**src/rtl/batt_prot_pkg.sv**
```systemverilog
package batt_prot_pkg;

    typedef struct packed {
        logic ov;
        logic uv;
        logic coc;
        logic doc;
    } fault_t;

    typedef enum logic {
        SEL_PROT = 1'b0,
        SEL_FEAT = 1'b1
    } reg_sel_e;

    localparam int FEAT_PIO_BIT = 0;
    localparam int FEAT_PS_BIT  = 1;
    localparam int PROT_CE_BIT  = 1;
    localparam int PROT_DE_BIT  = 0;

    // flag bits occupy the upper nibble of the protection byte
    function automatic fault_t fault_field(input logic [7:0] b);
        return fault_t'(b[7:4]);
    endfunction

    function automatic logic [7:0] pack_prot(input fault_t f, input logic cc,
                                             input logic dc, input logic ce,
                                             input logic de);
        return {f, cc, dc, ce, de};
    endfunction

    function automatic logic [7:0] pack_feat(input logic pio_lvl, input logic ps);
        return {6'b0, ps, pio_lvl};
    endfunction

endpackage

```
**src/rtl/bp_fault_flags.sv**
```systemverilog
module bp_fault_flags
    import batt_prot_pkg::*;
(
    input  logic       clk,
    input  logic       rst,
    input  fault_t     evt,
    input  logic       clr_we,
    input  logic [7:0] wdata,
    output fault_t     flags_q
);
    logic [3:0] keep_mask;

    // a 0 in a written flag bit clears it; a 1 keeps it
    always_comb begin
        keep_mask = clr_we ? 4'(fault_field(wdata)) : 4'hF;
    end

    always_ff @(posedge clk) begin
        if (rst) begin
            flags_q <= '0;
        end else begin
            flags_q <= fault_t'((4'(flags_q) & keep_mask) | 4'(evt));
        end
    end
endmodule

```
**src/rtl/bp_path_enable.sv**
```systemverilog
module bp_path_enable
    import batt_prot_pkg::*;
(
    input  logic       clk,
    input  logic       rst,
    input  logic       awake,
    input  logic       prot_we,
    input  logic [7:0] wdata,
    input  fault_t     flags,
    output logic       ce_q,
    output logic       de_q,
    output logic       chg_on,
    output logic       dchg_on
);
    logic awake_q;
    logic wake_edge;

    assign wake_edge = awake & ~awake_q;

    always_ff @(posedge clk) begin
        if (rst) begin
            awake_q <= 1'b0;
            ce_q    <= 1'b1;
            de_q    <= 1'b1;
        end else begin
            awake_q <= awake;
            if (wake_edge) begin
                ce_q <= 1'b1;
                de_q <= 1'b1;
            end else if (prot_we) begin
                ce_q <= wdata[PROT_CE_BIT];
                de_q <= wdata[PROT_DE_BIT];
            end
        end
    end

    always_comb begin
        chg_on  = awake & ce_q & ~flags.ov & ~flags.coc;
        dchg_on = awake & de_q & ~flags.uv & ~flags.doc;
    end
endmodule

```
**src/rtl/bp_pin_ctrl.sv**
```systemverilog
module bp_pin_ctrl
    import batt_prot_pkg::*;
#(
    parameter int IDLE_CYCLES = 64000
) (
    input  logic       clk,
    input  logic       rst,
    input  logic       awake,
    input  logic       ps_pin_n,
    input  logic       bus_dq,
    input  logic       feat_we,
    input  logic [7:0] wdata,
    output logic       ps_q,
    output logic       pio_q,
    output logic       pio_drive_low,
    output logic       wake_req,
    output logic       idle_to
);
    localparam int CNT_W = $clog2(IDLE_CYCLES + 1);
    localparam logic [CNT_W-1:0] CNT_MAX = CNT_W'(IDLE_CYCLES);

    logic [CNT_W-1:0] idle_cnt;

    assign idle_to = (idle_cnt == CNT_MAX);

    always_ff @(posedge clk) begin
        if (rst) begin
            idle_cnt <= '0;
        end else if (bus_dq) begin
            idle_cnt <= '0;
        end else if (!idle_to) begin
            idle_cnt <= idle_cnt + 1'b1;
        end
    end

    // power-switch capture: pin low while active wins over re-arm
    always_ff @(posedge clk) begin
        if (rst) begin
            ps_q <= 1'b1;
        end else if (awake && !ps_pin_n) begin
            ps_q <= 1'b0;
        end else if (feat_we && wdata[FEAT_PS_BIT]) begin
            ps_q <= 1'b1;
        end
    end

    always_ff @(posedge clk) begin
        if (rst) begin
            pio_q <= 1'b1;
        end else if (!awake || idle_to) begin
            pio_q <= 1'b1;
        end else if (feat_we) begin
            pio_q <= wdata[FEAT_PIO_BIT];
        end
    end

    always_comb begin
        pio_drive_low = ~pio_q & awake & ~idle_to;
        wake_req      = ~awake & ~ps_pin_n;
    end
endmodule

```
**src/rtl/batt_prot_ctrl.sv**
```systemverilog
module batt_prot_ctrl
    import batt_prot_pkg::*;
#(
    parameter int IDLE_CYCLES = 64000
) (
    input  logic       clk,
    input  logic       rst,
    input  logic       fault_ov,
    input  logic       fault_uv,
    input  logic       fault_coc,
    input  logic       fault_doc,
    input  logic       awake,
    input  logic       ps_pin_n,
    input  logic       pio_pin,
    input  logic       bus_dq,
    input  logic       wr_en,
    input  logic       wr_sel,
    input  logic [7:0] wr_data,
    input  logic       rd_sel,
    output logic [7:0] rd_data,
    output logic       chg_on,
    output logic       dchg_on,
    output logic       pio_drive_low,
    output logic       wake_req
);
    fault_t evt;
    fault_t flags_q;
    logic   prot_we;
    logic   feat_we;
    logic   ce_q;
    logic   de_q;
    logic   ps_q;
    logic   pio_q;
    logic   idle_to;

    assign evt     = '{ov: fault_ov, uv: fault_uv, coc: fault_coc, doc: fault_doc};
    assign prot_we = wr_en && (reg_sel_e'(wr_sel) == SEL_PROT);
    assign feat_we = wr_en && (reg_sel_e'(wr_sel) == SEL_FEAT);

    bp_fault_flags u_flags (
        .clk     (clk),
        .rst     (rst),
        .evt     (evt),
        .clr_we  (prot_we),
        .wdata   (wr_data),
        .flags_q (flags_q)
    );

    bp_path_enable u_path (
        .clk     (clk),
        .rst     (rst),
        .awake   (awake),
        .prot_we (prot_we),
        .wdata   (wr_data),
        .flags   (flags_q),
        .ce_q    (ce_q),
        .de_q    (de_q),
        .chg_on  (chg_on),
        .dchg_on (dchg_on)
    );

    bp_pin_ctrl #(
        .IDLE_CYCLES (IDLE_CYCLES)
    ) u_pins (
        .clk           (clk),
        .rst           (rst),
        .awake         (awake),
        .ps_pin_n      (ps_pin_n),
        .bus_dq        (bus_dq),
        .feat_we       (feat_we),
        .wdata         (wr_data),
        .ps_q          (ps_q),
        .pio_q         (pio_q),
        .pio_drive_low (pio_drive_low),
        .wake_req      (wake_req),
        .idle_to       (idle_to)
    );

    always_comb begin
        if (reg_sel_e'(rd_sel) == SEL_FEAT) begin
            rd_data = pack_feat(pio_pin, ps_q);
        end else begin
            rd_data = pack_prot(flags_q, chg_on, dchg_on, ce_q, de_q);
        end
    end
endmodule

```
**config.mk**
```make
export PLATFORM = sky130hd
export DESIGN_NAME = batt_prot_ctrl
export DESIGN_NICKNAME = d
export VERILOG_FILES = /design/src/rtl/batt_prot_pkg.sv /design/src/rtl/bp_fault_flags.sv /design/src/rtl/bp_path_enable.sv /design/src/rtl/bp_pin_ctrl.sv /design/src/rtl/batt_prot_ctrl.sv
export SDC_FILE = /design/constraint.sdc
export NUM_CORES = 1
export LEC_CHECK = 0
export BUFFER_PORTS_ARGS = -buffer_cell sky130_fd_sc_hd__buf_2
export CORE_ASPECT_RATIO = 0.8
export CORE_MARGIN = 2
export CORE_UTILIZATION = 50
export CTS_CLUSTER_DIAMETER = 40
export DETAILED_ROUTE_END_ITERATION = 10
export PLACE_DENSITY = 0.86
export SYNTH_ARGS = -nofsm -noshare
export SYNTH_HDL_FRONTEND = slang
export SYNTH_SLANG_ARGS = --single-unit
```
**constraint.sdc**
```tcl
create_clock -name clk -period 1.7 [get_ports clk]
set_input_delay 0.255 -clock clk [delete_from_list [all_inputs] [get_ports clk]]
set_output_delay 0.255 -clock clk [all_outputs]
set_load 0.05 [all_outputs]
```
Yosys cells after proc, flatten, opt, wreduce, memory -nomap -nowiden --
Index checks and enable logic that the tools add are counted. Widths: inputs -> output; s select.
Cells by class: bitwise logic cells 22, add/sub/neg operators 1, mux-type cells 4, reduce and logical (&&, ||, !) cells 11, eq/ne operators 1
Operator list (count):
- $add 16x1->16 const B | 1
- $eq 16x16->1 const B | 1
- $and 1x1->1 | 10
- $not 1->1 | 10
- $mux 8 | 1
- $reduce_or 2->1 | 3
- $and 4x4->4 | 1
- $logic_and 1x1->1 | 4
- $mux 4 | 1
- $or 4x4->4 | 1
- $logic_not 1->1 | 2
- $mux 1 | 2
- $reduce_bool 2->1 | 1
- $logic_or 1x1->1 | 1
Storage, ports and cells: register bits 25, logic and storage cells 49

Logic depth before layout (Yosys ltp) --
Gate-level depths: netlist of the first run.
depth after elaboration 5, depth in mapped cells 6, depth with buffers taken out 6

By module --
From an unflattened synthesis of the first run, not the netlist that was laid out.
Unflattened totals: cell total of the unflattened synthesis 140, area total of the unflattened synthesis 1261.2 um^2
Modules (own cells, without submodules):
- bp_pin_ctrl | area each 863.3 um^2, times used 1, cells an instance 101
- bp_fault_flags | area each 185.2 um^2, times used 1, cells an instance 16
- bp_path_enable | area each 125.1 um^2, times used 1, cells an instance 13
- batt_prot_ctrl | area each 87.6 um^2, times used 1, cells an instance 10

Least setup slack after synthesis of the first run --
OpenSTA, ideal clock, no wires.
path type flip-flop to output port, from register, netlist name u_flags.flags_q[2], to output rd_data[2], slack -1.289 ns, stages on the path, launching flop included 3, arrival 2.734 ns, data required time 1.445 ns, cells stage by stage dfxtp_1 nor4bb_1 nor2b_1
Between the ends: cells in the longest elaborated chain, start to end 4
RTL lines:
- $not 1->1 | line bp_path_enable.sv:39 | dchg_on = awake & de_q & ~flags.uv & ~flags.doc;
- $and 1x1->1 (2 in series) | line bp_path_enable.sv:39
- named net dchg_on | line batt_prot_ctrl.sv:22 | output logic dchg_on,
- $mux 8 | line batt_prot_ctrl.sv:80 | if (reg_sel_e'(rd_sel) == SEL_FEAT) begin
- end, declared | line batt_prot_ctrl.sv:20 | output logic [7:0] rd_data,
The timed path passes the listed nets, and every way through them passes these cells.

Worst setup path after layout of the first run --
from register u_pins.idle_cnt[8], to output pio_drive_low
Between the ends: cells in the longest elaborated chain, start to end 3
RTL lines:
- start, declared | line bp_pin_ctrl.sv:22 | logic [CNT_W-1:0] idle_cnt;
- start signal, assigned | line bp_pin_ctrl.sv:32 | idle_cnt <= idle_cnt + 1'b1;
- $eq 16x16->1 | line bp_pin_ctrl.sv:24 | assign idle_to = (idle_cnt == CNT_MAX);
- $not 1->1 | line bp_pin_ctrl.sv:58 | pio_drive_low = ~pio_q & awake & ~idle_to;
- $and 1x1->1 | line bp_pin_ctrl.sv:58
- end, declared | line batt_prot_ctrl.sv:23 | output logic pio_drive_low,
No other way between the ends.

==> impl_metrics.yaml, run 1 <==
detailed_routing:
  vias_per_cell: 5.53
  final_antenna_net_count: 0
  drcViolationCount: 0
  wl_mm: 2.84
  vias: 1105
  dr.pass1.iters: 4
  drtIter0Drc: 34
  routedWlPerCell_um: 14.2
yosys:
  synth_warnings: 0
  synth-edff-count: 0
  synth_top_cell_area_share: 0.418
  syn_nets: 161
  ys_top_cells_by_area: "dfxtp_1, nor2_1, xnor2_1"
  avgSynthCellArea_sq_um: 8.69
  yosysUniqueCellTypes: 33
  yosysTopAreaCell: "dfxtp_1"
  syn_area_sq_um: 1200
  ys_top_cells_by_count: "dfxtp_1, nor2_1, nand2_1, inv_1"
  netlist_instances: 138
  ys_ff_latch: 25
  synth_ff_type: "dfxtp_1"
  synth_most_common_cell: "dfxtp_1"
  ys_seq_area_frac: 0.418
  async_flop_share: 0
power_and_ir_drop:
  p_leak_uw: 0.000665
  ir_drop_mv: 0.551
  seqPwrFrac: 0.577
  powerDensity_nw_per_um2: 678
  intPower_uw: 754
  power_frac_comb: 0.164
  power_frac_clock: 0.259
  power.total_uw: 1060
  p_switching_uw: 304
  switching_share: 0.287
floorplan:
  fp.coreArea_sq_um: 2210
  die_y_um: 47.8
  initial_core_util: 0.541
  die_w_um: 58.7
  ios: 33
  num_rows: 15
  dieArea_sq_um: 2810
layout:
  final_area_sq_um: 1560
  antenna_cells: 0
  nets: 199
  area.growth.synth_to_final_pct: 30.1
  fillers: 166
  drive_above_1_share: 0.383
sta:
  max_slew_margin: 0.762
  setup_ws_ns: -0.188
  rsz0062_at_grt: "true"
  slew_violations: 0
  fin_crit_sh: 1.11
  finalHoldViolations: 0
  skew_ns: 0.000892
  period_minus_slack_ns: 1.89
  tightest_slew_ns: 0.354
  fmax_mhz: 530
  setup_violations: 1
global_route:
  met1_usage: 0.295
  grt_use_met2: 0.356
  busiest_layer: "met2"
  grt_max_degree: 17
  met3_usage: 0.0595
  grt_usage: 0.224
  grt.overflow.total: 0
  antenna_found_initial: 0
  grt_pass1_wl_mm: 4.61
  grt_pass1_vias: 1012
run_status:
  status: "finished with violations"
  failed_checks: "setup timing"
clock_tree:
  h-tree-depth: 1
  clockRootBuffer: "clkbuf_4"
  tritoncts: "done"
  clock_latency_ns: 0.32
  cts_buffers: 3
  clockBufferDepth: 2
  postCtsHoldBufs: 0
  cts_sinks: 25
  clk_pin_slew_ns: 0.14
hold_path:
  hold_path.class: "in -> reg"
  min_from: "fault_doc"
  hold_path_depth: 3
  min_to: "u_flags.flags_q[0]$_SDFF_PP0_"
setup_path:
  crit_arrival_ns: 1.63
  max_stage_delay_ns: 0.39
  crit_path_cell_trace: "nor4b_2 -> nand4_1 -> and3b_2 -> buf_6"
  reg2reg_slack_ns: 0.10
  crit_path_end_kind: "primary output"
  critPathLaunchType: "register"
  worst-setup-path-type: "reg -> out"
  critPathTopFamily: "simple AND/OR/NAND/NOR gates"
  r2r_end: "u_pins.idle_cnt[13]$_SDFFE_PP0P_"
  reg2reg_depth: 4
  worstPathRequired_ns: 1.44
  cp_num_buf_inv: 1
  critical-path-slowest-cell: "dfxtp_1"
  path_max_fanout: 5
  reg2reg_from: "u_pins.idle_cnt[5]$_SDFFE_PP0P_"
job:
  drv_cap: 0
place:
  gp_congestion: 0.833
  place_area_sq_um: 1430
  port_buffers: 30
  dp_hpwl_mm: 1.99
-- metrics by stage --
step | cells | worst slack, ns | hold WS (ns) | setup TNS, ns | util
floorplan | 138 | -0.0325 | 0.377 | -0.0649 | -
global placement | 192 | 0.117 | 0.469 | 0 | 0.646
detailed placement | 192 | 0.0924 | 0.482 | 0 | 0.646
CTS | 199 | -0.0845 | 0.134 | -0.0845 | 0.684
global route | 200 | -0.185 | 0.136 | -0.195 | 0.704
finish | 200 | -0.188 | 0.134 | -0.188 | 0.704
-- metal layers --
layer	vias up	share of wire
met4	0	0.027
met3	8	0.060
li1	548	-
met1	510	0.42
met5	-	0
met2	39	0.49
-- sequential cells by signal, indices dropped and copies added (netlist names) --
name             count
u_path.awake_q       1
u_pins.pio_q         1
u_path.de_q          1
u_pins.idle_cnt     16
u_flags.flags_q      4
u_path.ce_q          1
u_pins.ps_q          1
-- power by group through the flow --
stage	Sequential, uW	Combinational, uW	Clock [uW]
floorplan	624	117	0
global placement	627	162	0
detailed placement	627	164	0
CTS	610	171	279
global route	612	187	300
finish	610	174	274
-- worst max-delay path by stage --
| stage | from | to | slack [ns] | depth (start not counted) |
|---|---|---|---|---|
| 3_3_place_gp | u_pins.idle_cnt[0]$_SDFFE_PP0P_ | pio_drive_low | 0.12 | 6 |
| 3_5_place_dp | u_pins.idle_cnt[0]$_SDFFE_PP0P_ | pio_drive_low | 0.09 | 6 |
| 6_report | u_pins.idle_cnt[8]$_SDFFE_PP0P_ | pio_drive_low | -0.19 | 4 |
| 5_1_grt | u_pins.idle_cnt[1]$_SDFFE_PP0P_ | pio_drive_low | -0.19 | 6 |
| 2_1_floorplan | u_flags.flags_q[0]$_SDFF_PP0_ | rd_data[2] | -0.03 | 2 |
| 4_1_cts | u_pins.idle_cnt[0]$_SDFFE_PP0P_ | pio_drive_low | -0.08 | 6 |
-- area by class of cell --
class	instances	area, sq um	area share
clock buffer	3	22.5	0.0144
sequential	25	517	0.331
clock inverter	1	7.51	0.00482
inverter	9	33.8	0.0217
multi-input combinational	101	741	0.475
tap	25	31.3	0.0201
timing repair buffer	36	206	0.132
-- worst reg2reg max path, cell delays in order, from the launching register on --
cell	delay, ns
dfxtp_1	0.51
nand3_2	0.23
nor4_4	0.43
a31oi_1	0.14
a41o_1	0.22
-- placed cells by master (no fill, tap or decap), types with 3 or more instances in the layout --
cell type,n
a21oi_1,8
o21ai_0,5
mux2i_1,4
xnor2_1,8
nand2_1,10
nand3_1,5
dfxtp_2,7
nor2b_1,6
inv_1,9
nor2_1,18
a31oi_1,3
buf_2,27
dfxtp_1,16
buf_4,8
clkbuf_4,3
-- kinds of logic after synthesis --
family | share of synthesized area
xor gates and xnor gates | 0.0731
DFF | 0.418
adders and majority gates | 0.0209
and+or+nand+nor | 0.298
muxes | 0.0522
AOI/OAI and AO/OA | 0.100
buffers and inverters | 0.0386
-- timing repair --
| action | in CTS | in global routing |
|---|---|---|
| setup endpoints to repair | 1 | 6 |
| resized for setup | 12 | 10 |
| pin swaps | 2 | 3 |
| hold endpoints to repair | 0 | 0 |
| gates cloned | 0 | 0 |
| buffers inserted | 3 | 1 |
Note: power is estimated with default switching activity, not from simulation.
==> inputs of run 2 (changes only) <==
CORE_ASPECT_RATIO = 1.1   (was 0.8)
==> impl_metrics.yaml, run 2 (synthesis results as in run 1) <==
floorplan:
  num_rows: 18
  initial_core_util: 0.532
  die_y_um: 55.4
  fp.coreArea_sq_um: 2250
  die_w_um: 50.7
  ios: 33
  dieArea_sq_um: 2810
detailed_routing:
  drcViolationCount: 0
  drtIter0Drc: 15
  routedWlPerCell_um: 14.5
  vias_per_cell: 5.56
  dr.pass1.iters: 4
  vias: 1145
  final_antenna_net_count: 0
  wl_mm: 2.98
setup_path:
  reg2reg_from: "u_pins.idle_cnt[0]$_SDFFE_PP0P_"
  crit_path_end_kind: "primary output"
  worstPathRequired_ns: 1.44
  critPathLaunchType: "register"
  reg2reg_slack_ns: 0.09
  critPathTopFamily: "simple AND/OR/NAND/NOR gates"
  reg2reg_depth: 6
  crit_arrival_ns: 1.51
  r2r_end: "u_pins.idle_cnt[14]$_SDFFE_PP0P_"
  max_stage_delay_ns: 0.39
  critical-path-slowest-cell: "dfxtp_4"
  cp_num_buf_inv: 1
  crit_path_cell_trace: "nor4b_4 -> nand4_1 -> and3b_2 -> buf_8"
  worst-setup-path-type: "reg -> out"
  path_max_fanout: 3
layout:
  reg.largest.list: "u_pins.idle_cnt (16), u_flags.flags_q (4)"
  layout_common_cells: "buf_2, nor2_1, dfxtp_1"
  area.growth.synth_to_final_pct: 33.5
  regArea_sq_um: 529
  antenna_cells: 0
  nets: 200
  fillers: 163
  layout_commonest_cell: "buf_2"
  layout.cells.non_filler: 206
  drive_above_1_share: 0.420
  final_util: 0.711
  multi_input_area_sq_um: 752
  largest_register_ffs: 16
  largest-register: "u_pins.idle_cnt"
clock_tree:
  clock_latency_ns: 0.32
  clockRootBuffer: "clkbuf_4"
  clockBufferDepth: 2
  postCtsHoldBufs: 0
  h-tree-depth: 1
  clk_pin_slew_ns: 0.13
  cts_sinks: 25
  cts_buffers: 3
  tritoncts: "done"
global_route:
  grt_max_degree: 17
  grt_usage: 0.223
  met3_usage: 0.0297
  grt.overflow.total: 0
  grt_pass1_vias: 1111
  grt_pass1_wl_mm: 4.87
  met1_usage: 0.262
  antenna_found_initial: 0
  busiest_layer: "met2"
  grt_use_met2: 0.385
power_and_ir_drop:
  switching_share: 0.283
  power_frac_clock: 0.251
  p_switching_uw: 297
  seqPwrFrac: 0.577
  power.total_uw: 1050
  powerDensity_nw_per_um2: 656
  power_frac_comb: 0.172
  ir_drop_mv: 0.472
  intPower_uw: 753
  p_leak_uw: 0.000680
sta:
  rsz0062_at_grt: "true"
  fin_setup_tns_ns: -0.0608
  setup_violations: 1
  setup_ws_ns: -0.0608
  fin_crit_sh: 1.04
  slew_violations: 0
  period_minus_slack_ns: 1.76
  fmax_mhz: 568
  finalHoldViolations: 0
  max_slew_margin: 0.749
  skew_ns: 0.0105
  tightest_slew_ns: 0.374
place:
  dp.cells: 197
  dp_slack_ns: 0.0781
  dp_hpwl_mm: 2.02
  port_buffers: 30
  gp_congestion: 0.814
run_status:
  status: "finished with violations"
  failed_checks: "setup timing"
hold_path:
  min_to: "u_flags.flags_q[0]$_SDFF_PP0_"
  hold_path.class: "in -> reg"
  min_from: "fault_doc"
  hold_path_depth: 3
job:
  drv_cap: 0
-- run 2: stage by stage --
step,instance area [sq um],hold slack [ns]
after global placement,1440,0.467
after detailed placement,1440,0.485
after CTS,1560,0.148
after floorplan,1250,0.377
final,1600,0.162
after global routing,1600,0.158
-- run 2: cell type report --
| class | count | share of cell area |
|---|---|---|
| clock buffers | 4 | 0.0164 |
| inverters | 9 | 0.0211 |
| multi-input cells | 101 | 0.470 |
| flip-flops and latches | 25 | 0.331 |
| well taps | 30 | 0.0235 |
| repair buffers | 37 | 0.138 |
-- run 2: metal layers --
metal | share of wire | routed length [um] | up-vias
li1 | - | - | 551
met3 | 0.048 | 143 | 9
met2 | 0.50 | 1490 | 43
met1 | 0.42 | 1240 | 542
met4 | 0.035 | 104 | 0
met5 | 0 | 0 | -
-- run 2: power by group through the flow --
| stage | Clock (uW) | Combinational, uW | Sequential (uW) |
|---|---|---|---|
| 2_1_floorplan | 0 | 117 | 624 |
| 3_3_place_gp | 0 | 161 | 626 |
| 3_5_place_dp | 0 | 168 | 628 |
| 4_1_cts | 267 | 177 | 607 |
| 5_1_grt | 295 | 194 | 608 |
| 6_report | 263 | 181 | 606 |
-- run 2: how the worst max path moves through the flow --
stage | from | end | depth (start not counted) | slack, ns
6_report | u_pins.idle_cnt[7]$_SDFFE_PP0P_ | pio_drive_low | 4 | -0.06
5_1_grt | u_pins.idle_cnt[7]$_SDFFE_PP0P_ | pio_drive_low | 4 | -0.13
4_1_cts | u_pins.idle_cnt[6]$_SDFFE_PP0P_ | pio_drive_low | 4 | -0.04
3_5_place_dp | u_pins.idle_cnt[0]$_SDFFE_PP0P_ | u_pins.idle_cnt[14]$_SDFFE_PP0P_ | 5 | 0.08
3_3_place_gp | u_pins.idle_cnt[0]$_SDFFE_PP0P_ | pio_drive_low | 6 | 0.13
2_1_floorplan | u_flags.flags_q[0]$_SDFF_PP0_ | rd_data[2] | 2 | -0.03
-- run 2: timing repair --
action / in CTS / in global routing
setup endpoints to repair: 1 / 5
setup buffers: 4 / 1
resized for setup: 23 / 12
pin swaps: 4 / 1
-- run 2: tightest hold or removal path, cell delays in order --
cell and delay (ns):
buf_2 0.10, inv_1 0.04, a21oi_1 0.06
